[config.mk]
export PLATFORM = sky130hd
export DESIGN_NAME = duplex_word_buffer
export DESIGN_NICKNAME = d
export VERILOG_FILES = /design/src/rtl/dwb_pkg.sv /design/src/rtl/dwb_fifo.sv /design/src/rtl/dwb_xfer_count.sv /design/src/rtl/duplex_word_buffer.sv
export SDC_FILE = /design/constraint.sdc
export NUM_CORES = 1
export LEC_CHECK = 0
export ABC_AREA = 1
export BUFFER_PORTS_ARGS = -buffer_cell sky130_fd_sc_hd__buf_2
export CORE_ASPECT_RATIO = 0.6
export CORE_MARGIN = 10
export CORE_UTILIZATION = 43
export CTS_CLUSTER_SIZE = 8
export DETAILED_ROUTE_END_ITERATION = 8
export SYNTH_ARGS = -nofsm -noshare
export SYNTH_HDL_FRONTEND = slang
export SYNTH_SLANG_ARGS = --single-unit
[constraint.sdc]
create_clock -name clk -period 11.1 [get_ports clk]
set_input_delay 2.22 -clock clk [delete_from_list [all_inputs] [get_ports clk]]
set_output_delay 2.22 -clock clk [all_outputs]
set_load 0.1 [all_outputs]
[src/rtl/dwb_pkg.sv]
`timescale 1ns/1ps
package dwb_pkg;
    localparam int WORD_W = 32;
    localparam int ADDR_W = 3;

    // register word addresses
    localparam logic [ADDR_W-1:0] A_TXQ   = 3'd0;
    localparam logic [ADDR_W-1:0] A_RXQ   = 3'd1;
    localparam logic [ADDR_W-1:0] A_STAT  = 3'd2;
    localparam logic [ADDR_W-1:0] A_ERR   = 3'd3;
    localparam logic [ADDR_W-1:0] A_ERREN = 3'd4;
    localparam logic [ADDR_W-1:0] A_TXLIM = 3'd6;
    localparam logic [ADDR_W-1:0] A_RXLIM = 3'd7;

    // field positions software decodes
    localparam int FILL_LO = 4;   // 4 fill bits: tx_ne, rx_ne, tx_full, rx_full
    localparam int FLAG_LO = 8;   // 4 flags: tx_svc, rx_svc, tx_done, rx_done
    localparam int ERR_LO  = 2;   // 4 errors: rx_ovr, tx_udr, rx_udr, tx_ovr

    typedef enum logic [1:0] {
        CNT_IDLE   = 2'd0,
        CNT_ACTIVE = 2'd1,
        CNT_DONE   = 2'd2
    } cnt_state_e;

    function automatic int fifo_depth(input int blk_code, input int size_code);
        int blk;
        blk = (blk_code == 0) ? 4 : 16 * blk_code;
        return blk * (2 << size_code);
    endfunction
endpackage

[src/rtl/dwb_fifo.sv]
`timescale 1ns/1ps
module dwb_fifo #(
    parameter int DEPTH = 8,
    parameter int WIDTH = 32
) (
    input  logic             clk,
    input  logic             rst_n,
    input  logic             push,
    input  logic [WIDTH-1:0] push_data,
    input  logic             pop,
    output logic [WIDTH-1:0] head,
    output logic             full,
    output logic             empty
);
    localparam int PW = (DEPTH > 1) ? $clog2(DEPTH) : 1;
    localparam int CW = $clog2(DEPTH + 1);
    localparam logic [PW-1:0] LAST = PW'(DEPTH - 1);
    localparam logic [CW-1:0] FULL_CNT = CW'(DEPTH);

    logic [WIDTH-1:0] mem [DEPTH];
    logic [PW-1:0]    wr_ptr, rd_ptr;
    logic [CW-1:0]    cnt;
    logic             do_push, do_pop;

    assign full    = (cnt == FULL_CNT);
    assign empty   = (cnt == '0);
    assign do_push = push && !full;
    assign do_pop  = pop && !empty;
    assign head    = mem[rd_ptr];

    always_ff @(posedge clk) begin
        if (do_push) begin
            mem[wr_ptr] <= push_data;
        end
    end

    always_ff @(posedge clk) begin
        if (!rst_n) begin
            wr_ptr <= '0;
            rd_ptr <= '0;
            cnt    <= '0;
        end else begin
            if (do_push) begin
                wr_ptr <= (wr_ptr == LAST) ? '0 : wr_ptr + 1'b1;
            end
            if (do_pop) begin
                rd_ptr <= (rd_ptr == LAST) ? '0 : rd_ptr + 1'b1;
            end
            unique case ({do_push, do_pop})
                2'b10:   cnt <= cnt + 1'b1;
                2'b01:   cnt <= cnt - 1'b1;
                default: cnt <= cnt;
            endcase
        end
    end
endmodule

[src/rtl/dwb_xfer_count.sv]
`timescale 1ns/1ps
module dwb_xfer_count import dwb_pkg::*; #(
    parameter int CNT_W = 16
) (
    input  logic             clk,
    input  logic             rst_n,
    input  logic             load,
    input  logic [CNT_W-1:0] load_val,
    input  logic             step,
    output logic             armed,
    output logic             reached,
    output logic [CNT_W-1:0] limit
);
    cnt_state_e       st_q, st_d;
    logic [CNT_W-1:0] cnt_q, cnt_d, lim_q, lim_d;

    // state register
    always_ff @(posedge clk) begin
        if (!rst_n) begin
            st_q  <= CNT_IDLE;
            cnt_q <= '0;
            lim_q <= '0;
        end else begin
            st_q  <= st_d;
            cnt_q <= cnt_d;
            lim_q <= lim_d;
        end
    end

    // next state and outputs
    always_comb begin
        st_d    = st_q;
        cnt_d   = cnt_q;
        lim_d   = lim_q;
        reached = 1'b0;
        unique case (st_q)
            CNT_IDLE: begin
            end
            CNT_ACTIVE: begin
                if (step) begin
                    cnt_d = cnt_q + 1'b1;
                    if (cnt_d == lim_q) begin
                        st_d    = CNT_DONE;
                        reached = 1'b1;
                    end
                end
            end
            CNT_DONE: begin
            end
            default: st_d = CNT_IDLE;
        endcase
        if (load) begin
            lim_d = load_val;
            cnt_d = '0;
            st_d  = (load_val == '0) ? CNT_IDLE : CNT_ACTIVE;
        end
    end

    assign armed = (st_q == CNT_ACTIVE);
    assign limit = lim_q;
endmodule

[src/rtl/duplex_word_buffer.sv]
`timescale 1ns/1ps
module duplex_word_buffer import dwb_pkg::*; #(
    parameter int BLK_CODE  = 0,
    parameter int SIZE_CODE = 0,
    parameter int CNT_W     = 16
) (
    input  logic              clk,
    input  logic              rst_n,
    input  logic              bus_req,
    input  logic              bus_wr,
    input  logic [ADDR_W-1:0] bus_addr,
    input  logic [WORD_W-1:0] bus_wdata,
    output logic [WORD_W-1:0] bus_rdata,
    output logic              eng_tx_valid,
    input  logic              eng_tx_ready,
    output logic [WORD_W-1:0] eng_tx_data,
    input  logic              eng_rx_valid,
    output logic              eng_rx_ready,
    input  logic [WORD_W-1:0] eng_rx_data
    ,output logic             irq
);
    localparam int DEPTH = fifo_depth(BLK_CODE, SIZE_CODE);

    logic wr_acc, rd_acc;
    logic tx_full, tx_empty, rx_full, rx_empty;
    logic [WORD_W-1:0] rx_head;
    logic tx_push, tx_pop, rx_push, rx_pop;
    logic tx_armed, rx_armed, tx_reached, rx_reached;
    logic [CNT_W-1:0] tx_lim, rx_lim;
    logic [3:0] err_q, err_set, err_clr;
    logic [3:0] en_q;
    logic [3:0] flag_q, flag_set, flag_clr;
    logic [WORD_W-1:0] stat_word, rd_mux, rdata_q;
    logic wdata_unused;

    assign wdata_unused = ^bus_wdata;
    assign wr_acc = bus_req && bus_wr;
    assign rd_acc = bus_req && !bus_wr;

    assign tx_push = wr_acc && (bus_addr == A_TXQ);
    assign tx_pop  = !tx_empty && eng_tx_ready;
    assign rx_push = eng_rx_valid;
    assign rx_pop  = rd_acc && (bus_addr == A_RXQ);

    dwb_fifo #(.DEPTH(DEPTH), .WIDTH(WORD_W)) tx_q_i (
        .clk(clk), .rst_n(rst_n),
        .push(tx_push), .push_data(bus_wdata), .pop(tx_pop),
        .head(eng_tx_data), .full(tx_full), .empty(tx_empty)
    );

    dwb_fifo #(.DEPTH(DEPTH), .WIDTH(WORD_W)) rx_q_i (
        .clk(clk), .rst_n(rst_n),
        .push(rx_push), .push_data(eng_rx_data), .pop(rx_pop),
        .head(rx_head), .full(rx_full), .empty(rx_empty)
    );

    dwb_xfer_count #(.CNT_W(CNT_W)) tx_cnt_i (
        .clk(clk), .rst_n(rst_n),
        .load(wr_acc && (bus_addr == A_TXLIM)), .load_val(bus_wdata[CNT_W-1:0]),
        .step(tx_pop), .armed(tx_armed), .reached(tx_reached), .limit(tx_lim)
    );

    dwb_xfer_count #(.CNT_W(CNT_W)) rx_cnt_i (
        .clk(clk), .rst_n(rst_n),
        .load(wr_acc && (bus_addr == A_RXLIM)), .load_val(bus_wdata[CNT_W-1:0]),
        .step(rx_push && !rx_full), .armed(rx_armed), .reached(rx_reached), .limit(rx_lim)
    );

    assign eng_tx_valid = !tx_empty;
    assign eng_rx_ready = !rx_full;

    // error events: [0] rx overrun, [1] tx underrun, [2] rx underrun, [3] tx overrun
    always_comb begin
        err_set[0] = eng_rx_valid && rx_full;
        err_set[1] = tx_armed && eng_tx_ready && tx_empty;
        err_set[2] = rx_pop && rx_empty;
        err_set[3] = tx_push && tx_full;
        flag_set[0] = tx_armed && !tx_full;
        flag_set[1] = !rx_empty;
        flag_set[2] = tx_reached;
        flag_set[3] = rx_reached;
        err_clr  = (wr_acc && (bus_addr == A_ERR))  ? bus_wdata[ERR_LO +: 4]  : 4'b0;
        flag_clr = (wr_acc && (bus_addr == A_STAT)) ? bus_wdata[FLAG_LO +: 4] : 4'b0;
    end

    always_comb begin
        stat_word = '0;
        stat_word[FILL_LO +: 4] = {rx_full, tx_full, !rx_empty, !tx_empty};
        stat_word[FLAG_LO +: 4] = flag_q;
    end

    always_comb begin
        rd_mux = '0;
        unique case (bus_addr)
            A_RXQ:   rd_mux = rx_empty ? '0 : rx_head;
            A_STAT:  rd_mux = stat_word;
            A_ERR:   rd_mux[ERR_LO +: 4] = err_q;
            A_ERREN: rd_mux[ERR_LO +: 4] = en_q;
            A_TXLIM: rd_mux = WORD_W'(tx_lim);
            A_RXLIM: rd_mux = WORD_W'(rx_lim);
            default: rd_mux = '0;
        endcase
    end

    always_ff @(posedge clk) begin
        if (!rst_n) begin
            err_q   <= '0;
            flag_q  <= '0;
            en_q    <= '0;
            rdata_q <= '0;
        end else begin
            err_q  <= (err_q & ~err_clr) | err_set;
            flag_q <= (flag_q & ~flag_clr) | flag_set;
            if (wr_acc && (bus_addr == A_ERREN)) begin
                en_q <= bus_wdata[ERR_LO +: 4];
            end
            if (rd_acc) begin
                rdata_q <= rd_mux;
            end
        end
    end

    assign bus_rdata = rdata_q;
    assign irq = (|(err_q & en_q)) || (|flag_q);
endmodule

# == Word-level counts from Yosys, hierarchy flattened ==
# Memories as Yosys holds them, arrays and structs flattened. A register that Yosys moved wholly into a read port is not among the register bits.
# Cells that the tools add are included.
# classes
n_eq_ne,28
reduce_logical,44
div_mod_pow,0
muxes,35
add_sub_neg,10
n_bitwise,8
magnitude_cmp,0
shifts,0
multipliers,0
# ops
cell,count
$pmux 26 s4,1
$add 16x1->16 const B,2
$eq 16x16->1,2
$mux 32,1
$mux 3,8
$pmux 4 s6,1
$eq 3x3->1 const B,7
$logic_and 1x1->1,20
$logic_not 16->1,1
$pmux 4 s2,2
$add 3x1->3 const B,4
$and 4x4->4,3
$mux 2,6
$ne 3x1->1 const B,4
$mux 1,11
$add 4x1->4 const B,2
$eq 2x1->1 const B,4
$eq 2x2->1 const B,4
$eq 4x4->1 const B,2
$logic_not 4->1,2
$mux 4,2
$not 4->4,2
$or 4x4->4,2
$pmux 2 s2,2
15 further kinds,30
# totals
regBits,132
latchBits,0
ram_bits,512
elab_cells,143
n_memories,2
out_inout_bits,67
romBits,0
# memory_table
memory,depth,word_bits,rd,rd_ports_with_merged_regs,wr,line_no,source
rx_q_i.mem,8,32,1,1,1,dwb_fifo.sv:20,logic [WIDTH-1:0] mem [DEPTH];
tx_q_i.mem,8,32,1,1,1,dwb_fifo.sv:20,

# == Longest topological paths before layout ==
# logic_depth
word_depth,6
depth_mapped,15
depth_no_buf,15

# == Modules after synthesis ==
# From an unflattened synthesis, not the netlist that was laid out.
# hier_totals
hier_cells,2580
hier_area_um2,27572.7
# by_module_without_submodules
module,instances,area_per_inst_um2,cells_each
dwb_fifo,2,10645.2,813
dwb_xfer_count,2,1983.2,302
duplex_word_buffer,1,2316.0,350

# == Least setup slack after synthesis ==
# OpenSTA, ideal clock, no wires.
# synth_timing
path_kind,input -> register
from,input port bus_req
to,memory tx_q_i.mem[3][0] (enable)
slack_ns,5.543
path_buffers,0
setup_ns,0.461
cell_stages,8
arrival_time_ns,5.096
required_time_ns,10.639
path_cell_list,nand2_1 inv_1 nand3_1 nor2_1 inv_1 nor2_1 inv_1 nor3_1
# synth_between
elab_chain_len,5
# synth_rtl
item,line_no,source
from (decl),duplex_word_buffer.sv:9,"input logic bus_req,"
$logic_and 1x1->1,duplex_word_buffer.sv:37,assign wr_acc = bus_req && bus_wr;
$logic_and 1x1->1,duplex_word_buffer.sv:40,assign tx_push = wr_acc && (bus_addr == A_TXQ);
$logic_and 1x1->1,dwb_fifo.sv:27,assign do_push = push && !full;
$mux 1,dwb_fifo.sv:32,if (do_push) begin
$mux 1 (implied by the code),dwb_fifo.sv:33,mem[wr_ptr] <= push_data;
to (decl),dwb_fifo.sv:20,
# No other way between the ends.

==> results.sh <==
export IMPL_outcome="finished, final reports clean"
export IMPL_critPathCaptureType="output port"
export IMPL_die_area_um2=72600
export IMPL_coreArea_um2=61100
export IMPL_synthTopCellsByCount="512 x edfxtp_1, 445 x nor2_1, 301 x o21ai_0"
export IMPL_die_h_um=213
export IMPL_hpwlAfterDp_um=42700
export IMPL_antenna_found_initial=2
export IMPL_synth_seq_cells=650
export IMPL_num_vias=18746
export IMPL_synth_area_top_cells="edfxtp_1 58%, dfxtp_1 10%, nor2_1 6.3%"
export IMPL_root_buffer="clkbuf_16"
export IMPL_post_route_period_util=0.519
export IMPL_numCtsBuffers=91
export IMPL_ys_warn_count=0
export IMPL_synth_edf_count=512
export IMPL_setup_tns_ns=0
export IMPL_num_rows=70
export IMPL_avgSynthCellArea_um2=11.2
export IMPL_ir_worst_vdd_v=0.000201
export IMPL_top_level_ports=140
export IMPL_placed_cells=3259
export IMPL_clk_latency_ns=0.65
export IMPL_timing_fmax_mhz=174
export IMPL_critPathLaunchType="flop"
export IMPL_via_per_inst=5.47
export IMPL_instances_no_fill=3428
export IMPL_first_global_vias=17683
export IMPL_crit_chain="clkinv_2, buf_4, o21ai_0, o22ai_1, nor2_1, a31oi_1, buf_2"
export IMPL_synth_top_area_cell="edfxtp_1"
export IMPL_min_period_ns=5.76
export IMPL_synthMostInstantiatedCell="edfxtp_1"
export IMPL_crit_type="reg -> out"
export IMPL_synth_top_area_frac=0.577
export IMPL_ys_types=44
export IMPL_leakagePower_nw=10.7
export IMPL_syn_num_nets=2473
export IMPL_wl_um=70100
export IMPL_rsz0062_at_grt="no"
export IMPL_ys_seq_area_frac=0.681
export IMPL_cts_setup_buffers=0
export IMPL_track_usage=0.188
export IMPL_holdCritPathClass="reg -> reg"
export IMPL_clk_path_buf_depth=3
export IMPL_grt_max_degree=93
export IMPL_port_buffers=139
export IMPL_setup_violations_final=0
export IMPL_cts_sinks=650
export IMPL_layout_setup_ws_ns=5.34
export IMPL_drive_gt1_frac=0.121
export IMPL_slew_headroom=0.159
export IMPL_die_w_um=341
export IMPL_final_nets=2615
export IMPL_worstPathRequired_ns=8.88
export IMPL_cpMaxStageDelayCell="buf_4"
export IMPL_grt_pass1_wl_um=106000
export IMPL_cp_max_fo=72
export IMPL_drtAntennaViolNets=0
export IMPL_synthArstFlopShare=0
export IMPL_clkTransAtPathRegs_ns=0.05
export IMPL_report_final_slew_viol_count=0
export IMPL_cap_violations=0
export IMPL_fin_worst_skew_ns=0.0330
export IMPL_drcViolationCount=0
export IMPL_tightest_slew_ns=1.26
export IMPL_hold_viol_final=0
export IMPL_wl_per_cell_um=20.4
export IMPL_netlist_area_um2=26600
export IMPL_cp_num_buf_inv=3
export IMPL_drt_initial_drc_count=1926
export IMPL_initial_core_util=0.436
export IMPL_synthCells=2382
export IMPL_cts_resized_gates=0
export IMPL_grt_overflow=0
export IMPL_dr_pass1_iters=6
export IMPL_crit_family="buffers and inverters"
export IMPL_gp_congestion=0.885
export IMPL_cts_hold_buf=0
export IMPL_power_w=0.00679
export IMPL_preCtsSetupSlack_ns=5.52
export IMPL_area_growth_pct=16.1
export IMPL_cts_htree_levels=3
export IMPL_p_per_area_nw_per_um2=220
export IMPL_cts_tree="done"
export IMPL_yosys_most_used_dff="edfxtp_1"
export IMPL_fin_hold_ws_ns=0.465
export IMPL_cp_slowest_stage_delay_ns=0.67
export IMPL_arrival_ns=3.54
-- path summary, 6_finish.rpt --
kind	slack [ns]	endpoint	start	cells past startpoint
setup / recovery	5.34	eng_tx_data[12]	flop	7
hold / removal	0.47	bus_rdata[25]	bus_rdata[25]	2
setup reg to reg	7.92	rx_q_i.cnt[3]	rx_q_i.cnt[1]	14
hold reg to reg	0.47	bus_rdata[25]	bus_rdata[25]	2
-- flip-flops by register name, indices dropped and copies added (netlist names), 4 cells and up, named ones only --
signal	cells
tx_cnt_i.limit	16
rx_q_i.mem	256
rx_q_i.cnt	4
bus_rdata	32
rx_cnt_i.cnt_q	16
tx_q_i.mem	256
err_q	4
flag_q	4
en_q	4
tx_q_i.cnt	4
rx_cnt_i.limit	16
tx_cnt_i.cnt_q	16
-- metal layers --
metal	vias to the layer above	share of wire	global-route usage
met4	0	0.015	0.0491
met3	80	0.073	0.0376
met1	9169	0.47	0.279
met5	-	0	0
met2	618	0.44	0.277
li1	8879	-	-
-- metrics by stage --
step,area [µm²],util
floorplan,26600,-
global placement,28200,0.462
detailed placement,28200,0.462
CTS,30900,0.506
global route,30900,0.506
finish,30900,0.506
-- cells by family (layout without fill, tap and decap cells) --
logic type                 after synthesis  count (layout)  share of synthesized area
xor gates and xnor gates                12              12                    0.00550
and+or+nand+nor                        820             820                      0.127
AOI/OAI and AO/OA                      594             594                      0.128
buffers and inverters                  258             475                     0.0381
adders and majority gates               18              18                    0.00902
DFF                                    650             650                      0.681
other                                    0               1                          0
muxes                                   30              30                     0.0113
-- where the power goes --
part | switching (W) | total (W) | internal [W] | leakage, nW
clock | 0.00101 | 0.00257 | 0.00156 | 1.27
sequential | 0.0000440 | 0.00273 | 0.00268 | 5.75
combinational | 0.00123 | 0.00149 | 0.000257 | 3.69
total | 0.00229 | 0.00679 | 0.00450 | 10.7
-- cell type report --
cell class                      count  area [µm²]
Fill cell                        5378       30200
Sequential cell                   650       18100
Multi-Input combinational cell   1474        7590
Clock buffer                      162        2560
Tap cell                          828        1040
Timing Repair Buffer              173         951
Inverter                          134         504
Clock inverter                      6         119
Antenna cell                        1        2.50
-- cell usage in the layout (no fill, tap or decap), drive strengths merged, types with 41 or more instances in the layout --
| master | instances |
|---|---|
| dfxtp | 138 |
| nand2 | 234 |
| a21oi | 106 |
| o21ai | 302 |
| nand3 | 81 |
| clkbuf | 162 |
| buf | 173 |
| nor2 | 459 |
| a31oi | 41 |
| edfxtp | 512 |
| inv | 133 |
-- worst reg2reg max path, delay by kind of cell (launching register included) --
family | cells | cell delay, ns
fa+ha+maj | 2 | 0.66
simple gates | 9 | 1.61
flops | 1 | 0.38
compound gates | 3 | 0.42
Power figures use the tool's default switching activity.
